[config.mk]
export PLATFORM = sky130hd
export DESIGN_NAME = i2c_write_master
export DESIGN_NICKNAME = d
export VERILOG_FILES = /design/src/rtl/i2cw_pkg.sv /design/src/rtl/i2cw_phase_timer.sv /design/src/rtl/i2cw_bit_engine.sv /design/src/rtl/i2c_write_master.sv
export SDC_FILE = /design/constraint.sdc
export NUM_CORES = 1
export LEC_CHECK = 0
export ABC_AREA = 1
export CORE_MARGIN = 2
export CORE_UTILIZATION = 40
export CTS_CLUSTER_SIZE = 8
export DETAILED_ROUTE_END_ITERATION = 8
export DONT_BUFFER_PORTS = 1
export PLACE_DENSITY = 0.59
export SLEW_MARGIN = 20
export SYNTH_ARGS = -nofsm -noshare
export SYNTH_HDL_FRONTEND = slang
export SYNTH_SLANG_ARGS = --single-unit
[constraint.sdc]
create_clock -name clk -period 2.05 [get_ports clk]
set_input_delay 0.1025 -clock clk [delete_from_list [all_inputs] [get_ports clk]]
set_output_delay 0.1025 -clock clk [all_outputs]
set_load 0.02 [all_outputs]
[src/rtl/i2cw_pkg.sv]
package i2cw_pkg;
  typedef enum logic [1:0] {
    A_CTRL = 2'd0,
    A_DATA = 2'd1,
    A_STAT = 2'd2,
    A_DIV  = 2'd3
  } reg_sel_e;

  localparam int B_GIE   = 7;
  localparam int B_TXIE  = 6;
  localparam int B_START = 5;
  localparam int B_STOP  = 4;
  localparam int B_FLUSH = 3;
  localparam int B_EMPTY = 7;
  localparam int B_ACK   = 6;
  localparam int B_NACK  = 5;

  typedef enum logic [3:0] {
    S_IDLE, S_STA_H, S_STA_L, S_BIT_L, S_BIT_H, S_ACK_L, S_ACK_H,
    S_WAIT, S_STP_L, S_STP_H, S_STP_R, S_RS_L, S_RS_H
  } phase_e;
endpackage

[src/rtl/i2cw_phase_timer.sv]
module i2cw_phase_timer #(
  parameter int DIV_W = 8
) (
  input  logic             clk,
  input  logic             rst_n,
  input  logic             run,
  input  logic [DIV_W-1:0] div,
  output logic             tick
);
  logic [DIV_W-1:0] cnt;

  assign tick = run && (cnt >= div);

  always_ff @(posedge clk) begin
    if (!rst_n)          cnt <= '0;
    else if (!run || tick) cnt <= '0;
    else                 cnt <= cnt + 1'b1;
  end


  phase_step_chk: assert property (@(posedge clk) disable iff (!rst_n)
    (run && $past(run) && !$past(tick)) |-> (cnt == $past(cnt) + 1'b1));
endmodule

[src/rtl/i2cw_bit_engine.sv]
module i2cw_bit_engine
  import i2cw_pkg::*;
#(
  parameter int DW = 8
) (
  input  logic          clk,
  input  logic          rst_n,
  input  logic          tick,
  input  logic          start_req,
  input  logic          stop_req,
  input  logic          data_full,
  input  logic          nack_flag,
  input  logic [DW-1:0] data_byte,
  input  logic          sda_in,
  output logic          run,
  output logic          scl_oe,
  output logic          sda_oe,
  output logic          consume,
  output logic          start_done,
  output logic          stop_done,
  output logic          ack_evt,
  output logic          nack_evt
);
  localparam int BIT_W = $clog2(DW);
  localparam logic [BIT_W-1:0] LAST = BIT_W'(DW - 1);

  phase_e st, nxt;
  logic [DW-1:0]    shreg;
  logic [BIT_W-1:0] bit_idx;
  logic             load;
  logic             sda_want;

  always_comb begin
    nxt = st; load = 1'b0; consume = 1'b0; start_done = 1'b0;
    stop_done = 1'b0; ack_evt = 1'b0; nack_evt = 1'b0;
    unique case (st)
      S_IDLE: begin
        if (stop_req) stop_done = 1'b1;
        else if (start_req && data_full) nxt = S_STA_H;
      end
      S_STA_H: if (tick) begin nxt = S_STA_L; start_done = 1'b1; load = 1'b1; end
      S_STA_L: if (tick) nxt = S_BIT_L;
      S_BIT_L: if (tick) nxt = S_BIT_H;
      S_BIT_H: if (tick) begin
        consume = (bit_idx == '0);
        nxt = (bit_idx == LAST) ? S_ACK_L : S_BIT_L;
      end
      S_ACK_L: if (tick) nxt = S_ACK_H;
      S_ACK_H: if (tick) begin
        ack_evt  = !sda_in;
        nack_evt = sda_in;
        nxt = S_WAIT;
      end
      S_WAIT: begin
        if (stop_req) nxt = S_STP_L;
        else if (!nack_flag && data_full) begin
          if (start_req) nxt = S_RS_L;
          else begin load = 1'b1; nxt = S_BIT_L; end
        end
      end
      S_STP_L: if (tick) nxt = S_STP_H;
      S_STP_H: if (tick) nxt = S_STP_R;
      S_STP_R: if (tick) begin nxt = S_IDLE; stop_done = 1'b1; end
      S_RS_L:  if (tick) nxt = S_RS_H;
      S_RS_H:  if (tick) nxt = S_STA_H;
      default: nxt = S_IDLE;
    endcase
  end

  assign run = (st != S_IDLE) && (st != S_WAIT);
  assign scl_oe = (st == S_STA_L) || (st == S_BIT_L) || (st == S_ACK_L) ||
                  (st == S_WAIT)  || (st == S_STP_L) || (st == S_RS_L);
  assign sda_want = (st == S_STA_H) || (st == S_STA_L) || (st == S_STP_L) ||
                    (st == S_STP_H) ||
                    (((st == S_BIT_L) || (st == S_BIT_H)) && !shreg[DW-1]);

  always_ff @(posedge clk) begin
    if (!rst_n) begin
      st <= S_IDLE; shreg <= '0; bit_idx <= '0; sda_oe <= 1'b0;
    end else begin
      st <= nxt;
      sda_oe <= sda_want;
      if (load) begin
        shreg <= data_byte; bit_idx <= '0;
      end else if ((st == S_BIT_H) && tick) begin
        shreg <= {shreg[DW-2:0], 1'b0}; bit_idx <= bit_idx + 1'b1;
      end
    end
  end


  sda_still_chk: assert property (@(posedge clk) disable iff (!rst_n)
    ((st == S_BIT_H) && ($past(st) == S_BIT_H)) |-> $stable(sda_oe));

  park_hold_chk: assert property (@(posedge clk) disable iff (!rst_n)
    ((st == S_WAIT) && !data_full && !stop_req) |=> (st == S_WAIT));
endmodule

[src/rtl/i2c_write_master.sv]
module i2c_write_master
  import i2cw_pkg::*;
#(
  parameter int DW = 8,
  parameter int DIV_W = 8,
  parameter logic [DIV_W-1:0] DIV_RESET = 4
) (
  input  logic          clk,
  input  logic          rst_n,
  input  logic          reg_wr,
  input  logic [1:0]    reg_addr,
  input  logic [DW-1:0] reg_wdata,
  output logic [DW-1:0] reg_rdata,
  output logic          irq,
  output logic          scl_oe,
  output logic          sda_oe,
  input  logic          sda_in
);
  logic gie_q, txie_q, start_q, stop_q, full_q, ack_q, nack_q;
  logic [DW-1:0]    data_q;
  logic [DIV_W-1:0] div_q;
  logic sda_s1, sda_s2, tick, run;
  logic consume, start_done, stop_done, ack_evt, nack_evt;
  logic wr_ctrl, wr_data;

  assign wr_ctrl = reg_wr && (reg_addr == A_CTRL);
  assign wr_data = reg_wr && (reg_addr == A_DATA);

  always_ff @(posedge clk) begin
    if (!rst_n) begin
      gie_q <= 1'b0; txie_q <= 1'b0; start_q <= 1'b0; stop_q <= 1'b0;
      full_q <= 1'b0; ack_q <= 1'b0; nack_q <= 1'b0;
      data_q <= '0; div_q <= DIV_RESET; sda_s1 <= 1'b1; sda_s2 <= 1'b1;
    end else begin
      sda_s1 <= sda_in;
      sda_s2 <= sda_s1;
      if (wr_ctrl) begin
        gie_q <= reg_wdata[B_GIE];
        txie_q <= reg_wdata[B_TXIE];
        start_q <= reg_wdata[B_START];
        stop_q <= reg_wdata[B_STOP];
      end else begin
        if (start_done) start_q <= 1'b0;
        if (stop_done)  stop_q <= 1'b0;
      end
      if (wr_data) data_q <= reg_wdata;
      if (reg_wr && (reg_addr == A_DIV)) div_q <= reg_wdata[DIV_W-1:0];
      if (wr_data) full_q <= 1'b1;
      else if ((wr_ctrl && reg_wdata[B_FLUSH]) || consume) full_q <= 1'b0;
      if (ack_evt) ack_q <= 1'b1;
      if (nack_evt) begin ack_q <= 1'b0; nack_q <= 1'b1; end
      else if (stop_done) nack_q <= 1'b0;
    end
  end

  always_comb begin
    reg_rdata = '0;
    unique case (reg_addr)
      A_CTRL: begin
        reg_rdata[B_GIE] = gie_q; reg_rdata[B_TXIE] = txie_q;
        reg_rdata[B_START] = start_q; reg_rdata[B_STOP] = stop_q;
      end
      A_DATA: reg_rdata = data_q;
      A_STAT: begin
        reg_rdata[B_EMPTY] = !full_q; reg_rdata[B_ACK] = ack_q;
        reg_rdata[B_NACK] = nack_q;
      end
      default: reg_rdata[DIV_W-1:0] = div_q;
    endcase
  end

  assign irq = gie_q && ((txie_q && !full_q) || nack_q);

  i2cw_phase_timer #(.DIV_W(DIV_W)) u_timer (
    .clk(clk), .rst_n(rst_n), .run(run), .div(div_q), .tick(tick)
  );

  i2cw_bit_engine #(.DW(DW)) u_engine (
    .clk(clk), .rst_n(rst_n), .tick(tick), .start_req(start_q),
    .stop_req(stop_q), .data_full(full_q), .nack_flag(nack_q),
    .data_byte(data_q), .sda_in(sda_s2), .run(run), .scl_oe(scl_oe),
    .sda_oe(sda_oe), .consume(consume), .start_done(start_done),
    .stop_done(stop_done), .ack_evt(ack_evt), .nack_evt(nack_evt)
  );


  irq_gate_chk: assert property (@(posedge clk) disable iff (!rst_n)
    irq |-> gie_q);

  nack_drops_ack_chk: assert property (@(posedge clk) disable iff (!rst_n)
    $rose(nack_q) |-> !ack_q);

  stop_self_clear_chk: assert property (@(posedge clk) disable iff (!rst_n)
    (stop_done && !wr_ctrl) |=> (!stop_q && !nack_q));

  write_wins_chk: assert property (@(posedge clk) disable iff (!rst_n)
    (consume && wr_data) |=> full_q);
endmodule

# Word level (Yosys, flattened, before mapping)
# Cells that the tools add are included.
# op_classes
n_mux,44
div,0
n_bitwise,1
order_cmp,1
n_addsub,2
mul,0
eq_ne,31
shifts,0
reduce_logical,44
# op_table
operator,count
2-to-1 mux 4 bit,16
case mux 4 bit (13 select lines),1
"inequality test 2 x 1 -> 1 bit, second input constant",12
"== test 4 bit, second input constant",5
2-to-1 mux 1 bit,19
"== test 4 x 3 -> 1 bit, second input constant",4
2-to-1 mux 8 bit,2
AND reduction 14 bit,1
logical OR 1 bit,13
logical AND 1 bit,12
nonzero test 2 bit,5
case mux 3 bit (3 select lines),1
"adder 8 x 1 -> 8 bit, second input constant",1
"== test 4 x 2 -> 1 bit, second input constant",2
>= comparator 8 bit,1
case mux 4 bit (2 select lines),1
OR reduction 2 bit,4
zero test 1 bit,5
"== test 2 bit, second input constant",2
"== test 4 x 1 -> 1 bit, second input constant",1
zero test 4 bit,1
"inequality test 4 x 3 -> 1 bit, second input constant",1
case mux 1 bit (2 select lines),2
nonzero test 4 bit,1
10 further kinds,10
# word_totals
word_cells,139
latch_bits,0
regBits,49
memories,0
ramBits,0
romBits,0

# Depth between registers and ports, before layout
# Gate-level depths: netlist (run 1).
# logic_depth
ltp_word,8
depth_mapped,15
depth_no_buf,15

# By module
# Synthesis (run 1) repeated with hierarchy kept, for this count alone.
# hier_totals
hier_cells,384
hier_area_um2,2661.3
# by_module_without_submodules
mod,n_inst,cells_each,area_each_um2
i2c_write_master,1,142,1047.3
i2cw_bit_engine,1,161,1033.5
i2cw_phase_timer,1,81,580.6

# Worst setup path after synthesis (run 1)
# Ideal clock, no wire load.
# synth_path
path_type,register to register
start,register div_q[3]
end,register u_engine.shreg[4]
slack_ns,0.352
path_stages_with_launch,15
setup_ns,0.128
n_path_buf,0
period_less_slack_ns,1.698
arrival_ns,1.570
path_cell_list,dfxtp_1 > inv_1 > ha_1 > nand2_1 > nor2_1 > nor2_1 > nand2_1 > nand2_1 > nand2_1 > nand3_4 > clkinv_2 > nand2_1 > nand2_1 > nor2_1 > nor2_1
# synth_via
elab_chain_len,5
elab_cells_between_ends,7
classes_between,1 x order compare; 3 x mux; 3 x reduce/logical
# synth_lines
item,line,rtl
from (decl),i2c_write_master.sv:21,logic [DIV_W-1:0] div_q;
from (signal assigned),i2c_write_master.sv:47,if (reg_wr && (reg_addr == A_DIV)) div_q <= reg_wdata[DIV_W-1:0];
>= comparator 8 bit (*),i2cw_phase_timer.sv:12,assign tick = run && (cnt >= div);
logical AND 1 bit (*),i2cw_phase_timer.sv:12,
2-to-1 mux 1 bit,i2cw_bit_engine.sv:41,S_STA_H: if (tick) begin nxt = S_STA_L; start_done = 1'b1; load = 1'b1; end
case mux 1 bit (2 select lines),i2cw_bit_engine.sv:36,unique case (st)
2-to-1 mux 8 bit or nonzero test 2 bit (tied branches),n/a,
to (signal assigned),i2cw_bit_engine.sv:86,"shreg <= {shreg[DW-2:0], 1'b0}; bit_idx <= bit_idx + 1'b1;"
to (decl),i2cw_bit_engine.sv:28,logic [DW-1:0] shreg;
# Every way passes the cells marked *; elsewhere a longest branch is shown, timed or not.
# A chain may end at the register's enable or synchronous reset.

# Worst setup path in the final report (run 1)
# layout_path
start,register div_q[3]
end,register u_engine.shreg[3]
# Same word-level chain as after synthesis.

==> results of run 1 <==
[flip-flops by register name, summed over array words and instances, names as in the netlist, 3 cells and up]
register and flops:
data_q 8, div_q 8, u_engine.bit_idx 3, u_engine.shreg 8, u_engine.st 4, u_timer.cnt 8
[per-stage QoR]
| stage | area [µm²] | worst slack, ns | util [%] | total power, W |
|---|---|---|---|---|
| floorplan | 2590 | 0.352 | - | 0.00201 |
| global placement | 2670 | 0.124 | 42.3 | 0.00218 |
| detailed placement | 2670 | 0.113 | 42.3 | 0.00218 |
| CTS | 2900 | 0.106 | 46.0 | 0.00294 |
| global route | 2940 | 0.0415 | 46.6 | 0.00312 |
| finish | 2940 | 0.266 | 46.6 | 0.00293 |
[worst max-delay path, cell delays in order (launching register included)]
cell and delay, ns:
dfxtp_1 0.31, inv_1 0.06, ha_1 0.31, nand2_1 0.08, nand2_1 0.05, nor2_1 0.09
nand2_1 0.08, nand2_2 0.10, nand2_4 0.09, nand3_4 0.14, nand2_4 0.09, nand2_1 0.08
nand2_1 0.05, nor2_1 0.09, nor2_1 0.04
[synth_stat cells, types with 3 or more instances]
cell type / n / area [µm²]
a21oi_1: 37 / 185
clkbuf_1: 4 / 15.0
dfxtp_1: 49 / 981
ha_1: 12 / 150
inv_1: 49 / 184
inv_2: 6 / 22.5
nand2_1: 64 / 240
nand2_4: 4 / 45.0
nand3_1: 11 / 55.1
nand4_1: 4 / 25.0
nor2_1: 48 / 180
nor3b_1: 4 / 30.0
o211ai_1: 3 / 22.5
o21ai_0: 29 / 145
o21ai_1: 4 / 20.0
o22ai_1: 4 / 25.0
or2_2: 3 / 18.8
[power by group]
group	switching (W)	total (W)	internal (W)
sequential	0.0000899	0.00113	0.00104
clock	0.000324	0.000722	0.000398
combinational	0.000741	0.00108	0.000342
total	0.00116	0.00293	0.00178
[final cells by class]
type,count,area (µm²)
clock inverter,1,30.0
tap,77,96.3
sequential,49,981
multi-input combinational,249,1400
fill,665,3370
timing repair buffer,14,135
clock buffer,7,86.3
inverter,56,213
[timing repair]
item | CTS | global route
buffers inserted | 0 | 2
hold buffers | 12 | 0
resized for setup | 0 | 6
endpoints found under the setup margin | 0 | 15
endpoints found under the hold margin | 24 | 0
[cells by family after synthesis]
family / Yosys count
XOR/XNOR: 1
flip-flops: 49
adder cells (fa/ha/maj): 12
AO/OA/AOI/OAI: 86
AND/OR/NAND/NOR: 150
buffers and inverters: 61
[metal layers]
metal	global-route usage [%]	vias up	routed length (µm)
met1	23.5	1003	2910
met5	0	-	0
met2	27.6	39	2570
li1	-	1210	-
met4	5.34	0	74
met3	4.72	8	359
[worst max-delay path by stage]
stage                     startpoint           endpoint  cells past startpoint
after floorplan             div_q[3]  u_engine.shreg[4]                     14
after global placement      div_q[3]  u_engine.shreg[2]                     14
after detailed placement    div_q[3]  u_engine.shreg[2]                     14
after CTS                   div_q[3]  u_engine.shreg[2]                     14
after global routing        div_q[3]  u_engine.shreg[5]                     14
final                       div_q[3]  u_engine.shreg[3]                     14
==> flow_summary.toml, run 1 <==
[cts]
cts_htree_levels = 2
clock_sinks = 49
numCtsBuffers = 5
insertion_delay_ns = 0.31
root_buffer = "clkbuf_8"
path_clk_slew_ns = 0.09
cts_tree = "yes"
cts_buffer_depth = 2

[setup_path]
crit_arrival_ns = 1.97
crit_path_start_kind = "register"
r2r_end = "u_engine.shreg[3]"
regToRegStartpoint = "div_q[3]"
rr_worst_depth = 14
worst-setup-path-type = "register to register"
cp.required_ns = 2.23
endpoint_kind = "register"
cp_max_fo = 8
r2r_setup_slack_ns = 0.27

[synth]
async_reset_ff_share_pct = 0
synth_cells = 359
synthAdderAreaFrac_pct = 5.80
yosys.cell_types.count = 35
synth_top_family_by_area = "simple AND/OR/NAND/NOR gates"
synth_mux_area_share_pct = 0
yosysSeqAreaShare_pct = 37.9
synthXorXnorAreaFrac_pct = 0.338
synth-simple-area-share_pct = 28.5
synth-seq-cells = 49
synth_compound_area_share_pct = 18.6
synth-edff-count = 0
yosysWarnings = 0
syn_nets = 385
synth_area_mm2 = 0.00259
avgSynthCellArea_um2 = 7.21
synthFlopType = "dfxtp_1"

[routing]
dr.pass1.iters = 4
wl_per_cell_um = 13.0
via_per_inst = 4.99
wl_um = 5910
drc = 0
vias = 2260
first_iter_violations = 94
drtAntennaViolNets = 0

[placement]
dpl.cell_count = 431
io_buffers = 0
dp_hpwl_um = 4370
gp_congestion = 0.775

[floorplan]
ios = 25
die_h_um = 84.5
floorplan.initialDensity_pct = 41.0
die-area_mm2 = 0.00713
fp.dieW_um = 84.5
core_mm2 = 0.00631
fp-row-count = 29

[min_path]
holdPathEnd = "div_q[7]"
hold_depth = 2
min_from = "reg_wdata[7]"
hold_path_class = "input pin to register"

[global_routing]
grt_pass1_wl_um = 10100
grt_pass1_vias = 2151
gr-total-overflow = 0
grt_usage_pct = 17.5
grt_start_max_net_pins = 22
antenna_found_initial = 0

[timing]
setup_viol_count_final = 0
grt_setup_unrepaired = "no"
fin_hold_ws_ns = 0.00574
skew_ns = 0.00426
timing.fmax_ghz = 0.561
final_max_slew_viol_count = 0
tightest_slew_ns = 0.675
final.min_clock_period_ns = 1.78
final_hold_viol_count = 0
slew_headroom_pct = 54.5
setup-tns-final_ns = 0
fin_crit_sh_pct = 87.0

[power_and_ir_drop]
p_leak_nw = 1.24
pwr_density_cell_mw_per_mm2 = 998
peakVddDrop_uv = 796

[final_layout]
num_antenna_cells = 0
drive_above_1_share_pct = 10.1
instances_no_fill = 453
fin_nets = 401
mostFrequentLayoutCell = "nand2_1"
final_cell_mix = "nand2_1, inv_1, dfxtp_1"
syn2layout_area_growth_pct = 13.5

[status]
status = "finished clean"

[job]
cap_viol_max_count = 0
No activity file was read; power rests on OpenSTA's default activity.
==> inputs of run 2 (changes only) <==
Settings changed: CORE_MARGIN 2 to default, MAX_ROUTING_LAYER from default to met4.
==> flow_summary.toml, run 2 (synthesis gave the netlist of run 1 again) <==
[status]
status = "finished clean"

[setup_path]
cp_max_fo = 8
cpMostUsedCell = "nand2_1"
critPathMaxStageDelay_ns = 0.33
worst-setup-path-type = "register to register"
startpoint = "div_q[3]"
crit_arrival_ns = 2.03
cp.required_ns = 2.23
regToRegStartpoint = "div_q[3]"
r2r_setup_slack_ns = 0.20
cp_cell_sequence = "inv_1 > ha_1 > nand2_1 > nor2_1 > nor2_1 > nand2_1 > nand2_1 > nand2_2 > nand2_1 > nand2_1 > nand2_4 > nand2_1 > o21ai_1 > nor2_1"
crit_path_start_kind = "register"
rr_worst_depth = 14
cpMaxStageDelayCell = "dfxtp_1"
crit_end = "u_engine.st[3]"
endpoint_kind = "register"
r2r_end = "u_engine.st[3]"
crit_family = "simple AND/OR/NAND/NOR gates"
critPathBufInv = 1
cp_num_cells = 14

[power_and_ir_drop]
swShare_pct = 40.8
total_power_w = 0.00279
pwr-share-seq_pct = 40.4
pwr-share-comb_pct = 37.9
clkPwrFrac_pct = 21.7
pwr_density_cell_mw_per_mm2 = 957
power.switching_w = 0.00114
p_int_w = 0.00165
p_leak_nw = 1.23
peakVddDrop_uv = 733

[placement]
place_area_mm2 = 0.00267
io_buffers = 0
dp_hpwl_um = 4330
gp_congestion = 0.805
pre_cts_ws_ns = 0.0748

[cts]
clock_sinks = 49
cts_htree_levels = 2
insertion_delay_ns = 0.30
root_buffer = "clkbuf_8"
numCtsBuffers = 5
cts_tree = "yes"
path_clk_slew_ns = 0.09
cts_buffer_depth = 2

[routing]
vias = 2313
dr.pass1.iters = 4
wl_per_cell_um = 13.2
drc = 0
drtAntennaViolNets = 0
wl_um = 5960
via_per_inst = 5.12
first_iter_violations = 128

[timing]
skew_ns = 0.00643
setup-tns-final_ns = 0
final.min_clock_period_ns = 1.85
worst_slack_ns = 0.201
grt_setup_unrepaired = "no"
final_max_slew_viol_count = 0
timing.fmax_ghz = 0.541
fin_hold_ws_ns = 0.00319
setup_viol_count_final = 0
final_hold_viol_count = 0
fin_crit_sh_pct = 90.2
slew_headroom_pct = 53.5
tightest_slew_ns = 0.689

[floorplan]
fp.dieW_um = 82.5
fp-row-count = 28
die-area_mm2 = 0.00680
ios = 25
floorplan.initialDensity_pct = 42.5
die_h_um = 82.5
core_mm2 = 0.00610

[final_layout]
final_cell_mix = "nand2_1, inv_1, dfxtp_1"
mostFrequentLayoutCell = "nand2_1"
design_area_mm2 = 0.00292
drive_above_1_share_pct = 10.1
fin_nets = 402
fillCellCount = 629
multi_input_area_mm2 = 0.00139
seq_area_um2 = 981
syn2layout_area_growth_pct = 12.6
num_antenna_cells = 0

[global_routing]
grt_usage_pct = 19.9
antenna_found_initial = 0
grt_pass1_vias = 2141
gr-total-overflow = 0
grt_pass1_wl_um = 9790
grt_start_max_net_pins = 22

[job]
cap_viol_max_count = 0

[min_path]
hold_path_class = "input pin to register"
## run 2: cell count changes in the layout (fill, tap and decap cells not counted), sizes merged
cell,change
buf,+1
bufinv,-1
clkinv,+2
clkbuf,-1
## run 2: worst min-delay path by stage
stage | start | end | cells after the start
3_5_place_dp | sda_in | sda_s1 | 1
2_1_floorplan | sda_in | sda_s1 | 1
6_report | reg_wdata[2] | data_q[2] | 2
3_3_place_gp | sda_in | sda_s1 | 1
5_1_grt | reg_wdata[5] | div_q[5] | 2
4_1_cts | reg_wdata[5] | div_q[5] | 2
## run 2: worst register-to-register path: stages (launching register included)
cell	delay, ns
dfxtp_1	0.33
inv_1	0.07
ha_1	0.31
nand2_1	0.08
nor2_1	0.05
nor2_1	0.07
nand2_1	0.07
nand2_1	0.11
nand2_2	0.13
nand2_1	0.14
nand2_1	0.10
nand2_4	0.10
nand2_1	0.05
o21ai_1	0.07
nor2_1	0.05
## run 2: metrics by stage
stage / util (%) / cells
finish: 47.8 / 452
global route: 47.8 / 452
CTS: 47.3 / 449
detailed placement: 43.7 / 429
global placement: 43.7 / 429
floorplan: - / 359
## run 2: layout make-up
class	count	share of cell area, %
multi-input cells	249	47.6
flip-flops and latches	49	33.6
inverters	56	7.30
repair buffers	15	4.89
well taps	75	3.22
clock buffers	6	2.83
clock inverters	2	0.472
## run 2: repair_timing
| action | 4_1_cts | 5_1_grt |
|---|---|---|
| setup buffers | 0 | 3 |
| setup endpoints to repair | 0 | 15 |
| resized for setup | 0 | 3 |
| hold buffers | 12 | 0 |
| hold endpoints to repair | 24 | 0 |
## run 2: power groups by stage
| stage | logic (W) | clock network [W] | registers (W) |
|---|---|---|---|
| 2_1_floorplan | 0.000873 | 0 | 0.00113 |
| 3_3_place_gp | 0.00103 | 0 | 0.00115 |
| 3_5_place_dp | 0.00103 | 0 | 0.00115 |
| 4_1_cts | 0.00105 | 0.000633 | 0.00113 |
| 5_1_grt | 0.00118 | 0.000661 | 0.00114 |
| 6_report | 0.00106 | 0.000605 | 0.00113 |
## run 2: per-layer routing
layer  share of wire, %  vias to the layer above  global-route usage (%)
met5                  0                        -                       -
met4                1.2                        0                    5.96
met3                7.1                        7                    4.62
met2                 44                       60                    30.6
met1                 48                     1039                    25.9
li1                   -                     1207                       -
==> inputs of run 3 (changes only) <==
Settings changed: CELL_PAD_IN_SITES_DETAIL_PLACEMENT from default to 1, CELL_PAD_IN_SITES_GLOBAL_PLACEMENT from default to 1, PLACE_DENSITY 0.59 to 0.75, SLEW_MARGIN 20 to default.
==> flow_summary.toml, run 3 (synthesis gave the netlist of run 1 again) <==
[final_layout]
seq_area_um2 = 982
fin_nets = 399
multi_input_area_mm2 = 0.00140
instances_no_fill = 449
syn2layout_area_growth_pct = 11.8
mostFrequentLayoutCell = "nand2_1"
final_cell_mix = "nand2_1, inv_1, nor2_1, dfxtp_1, a21oi_1"
num_antenna_cells = 0
drive_above_1_share_pct = 10.4
design_area_mm2 = 0.00290
fillCellCount = 793

[routing]
wl_per_cell_um = 15.4
wl_um = 6930
vias = 2379
drtAntennaViolNets = 0
via_per_inst = 5.30
dr.pass1.iters = 4
first_iter_violations = 99
drc = 0

[floorplan]
die-area_mm2 = 0.00680
die_h_um = 82.5
fp-row-count = 28
floorplan.initialDensity_pct = 42.5
ios = 25
core_mm2 = 0.00610
fp.dieW_um = 82.5

[setup_path]
cp_num_cells = 14
crit_path_start_kind = "register"
cpMaxStageDelayCell = "dfxtp_1"
worst-setup-path-type = "register to register"
crit_arrival_ns = 2.04
critPathMaxStageDelay_ns = 0.33
startpoint = "div_q[3]"
cp_max_fo = 8
r2r_setup_slack_ns = 0.19
crit_end = "u_engine.shreg[4]"
cp_cell_sequence = "inv_1 > ha_1 > nand2_1 > nor2_1 > nor2_1 > nand2_1 > nand2_2 > nand2_4 > nand3_4 > nand2_4 > nand2_1 > nand2_1 > nor2_1 > nor2_1"
r2r_end = "u_engine.shreg[4]"
critPathBufInv = 1
crit_family = "simple AND/OR/NAND/NOR gates"
rr_worst_depth = 14
cp.required_ns = 2.23
endpoint_kind = "register"
regToRegStartpoint = "div_q[3]"

[placement]
place_area_mm2 = 0.00267
pre_cts_ws_ns = -0.00946
io_buffers = 0
gp_congestion = 0.758
dpl.cell_count = 430
dp_hpwl_um = 5120

[timing]
slew_headroom_pct = 53.5
setup_viol_count_final = 0
final_hold_viol_count = 1
final_max_slew_viol_count = 0
skew_ns = 0.0132
tightest_slew_ns = 0.690
timing.fmax_ghz = 0.537
setup-tns-final_ns = 0
worst_slack_ns = 0.189
fin_crit_sh_pct = 90.8
fin_hold_ws_ns = -0.00286
final.min_clock_period_ns = 1.86

[global_routing]
grt_pass1_vias = 2367
grt_start_max_net_pins = 22
grt_usage_pct = 22.4
gr-total-overflow = 0
antenna_found_initial = 0
grt_pass1_wl_um = 11100

[status]
status = "finished with violations"
violations = "negative hold slack"

[cts]
root_buffer = "clkbuf_8"
cts_buffer_depth = 2
cts_tree = "yes"
insertion_delay_ns = 0.30
numCtsBuffers = 5
clock_sinks = 49
cts_htree_levels = 2
path_clk_slew_ns = 0.10

[job]
cap_viol_max_count = 0

[power_and_ir_drop]
peakVddDrop_uv = 496
pwr_density_cell_mw_per_mm2 = 977
p_leak_nw = 1.22

[min_path]
hold_path_class = "input pin to register"
==> run 3: cell count changes in the layout (fill, tap and decap cells not counted) <==
cell,previous run,this run
nand2_4,4,5
nand2_1,63,62
dlygate4sd3_1,12,10
buf_4,3,2
dfxtp_1,49,48
dfxtp_2,0,1
==> run 3: report_power, final <==
group | switching, W | total [W] | internal [W] | leakage (nW)
combinational | 0.000743 | 0.00108 | 0.000339 | 0.772
sequential | 0.0000953 | 0.00114 | 0.00104 | 0.399
clock | 0.000338 | 0.000613 | 0.000274 | 0.0512
==> run 3: per-stage QoR <==
| stage | util [%] | total power [W] | hold WS (ns) |
|---|---|---|---|
| final | 47.5 | 0.00283 | -0.00286 |
| after floorplan | - | 0.00201 | 0.209 |
| after global routing | 47.5 | 0.00303 | 0.00187 |
| after detailed placement | 43.8 | 0.00221 | 0.215 |
| after global placement | 43.8 | 0.00218 | 0.213 |
| after CTS | 47.1 | 0.00285 | 0.000898 |
==> run 3: timing repair <==
action / 4_1_cts / 5_1_grt
setup buffers: 0 / 1
hold endpoints to repair: 24 / 0
endpoints found under the setup margin: 6 / 12
cloned: 0 / 0
pin swaps: 0 / 1
resized for setup: 1 / 5
hold buffers: 10 / 0
==> run 3: how the worst min path moves through the flow <==
stage / from / slack [ns] / depth (start not counted) / end
final: reg_wdata[3] / -0.003 / 2 / data_q[3]
after global routing: reg_wdata[3] / 0.002 / 2 / data_q[3]
after CTS: reg_wdata[1] / 0.0009 / 2 / div_q[1]
after detailed placement: sda_in / 0.21 / 1 / sda_s1
after global placement: sda_in / 0.21 / 1 / sda_s1
after floorplan: sda_in / 0.21 / 1 / sda_s1
==> run 3: cell type report <==
type                            instances  area share, %
Inverter                               56           7.34
Sequential cell                        49           33.9
Multi-Input combinational cell        249           48.2
Clock buffer                            6           2.85
Clock inverter                          2          0.475
Tap cell                               75           3.24
Timing Repair Buffer                   12           3.97
==> run 3: per-layer routing <==
layer	track usage, %	part of all wire (%)	vias up
met5	-	0	-
met4	4.21	0.82	0
met3	3.52	2.8	6
met2	36.9	48	36
met1	29.1	48	1137
li1	-	-	1200
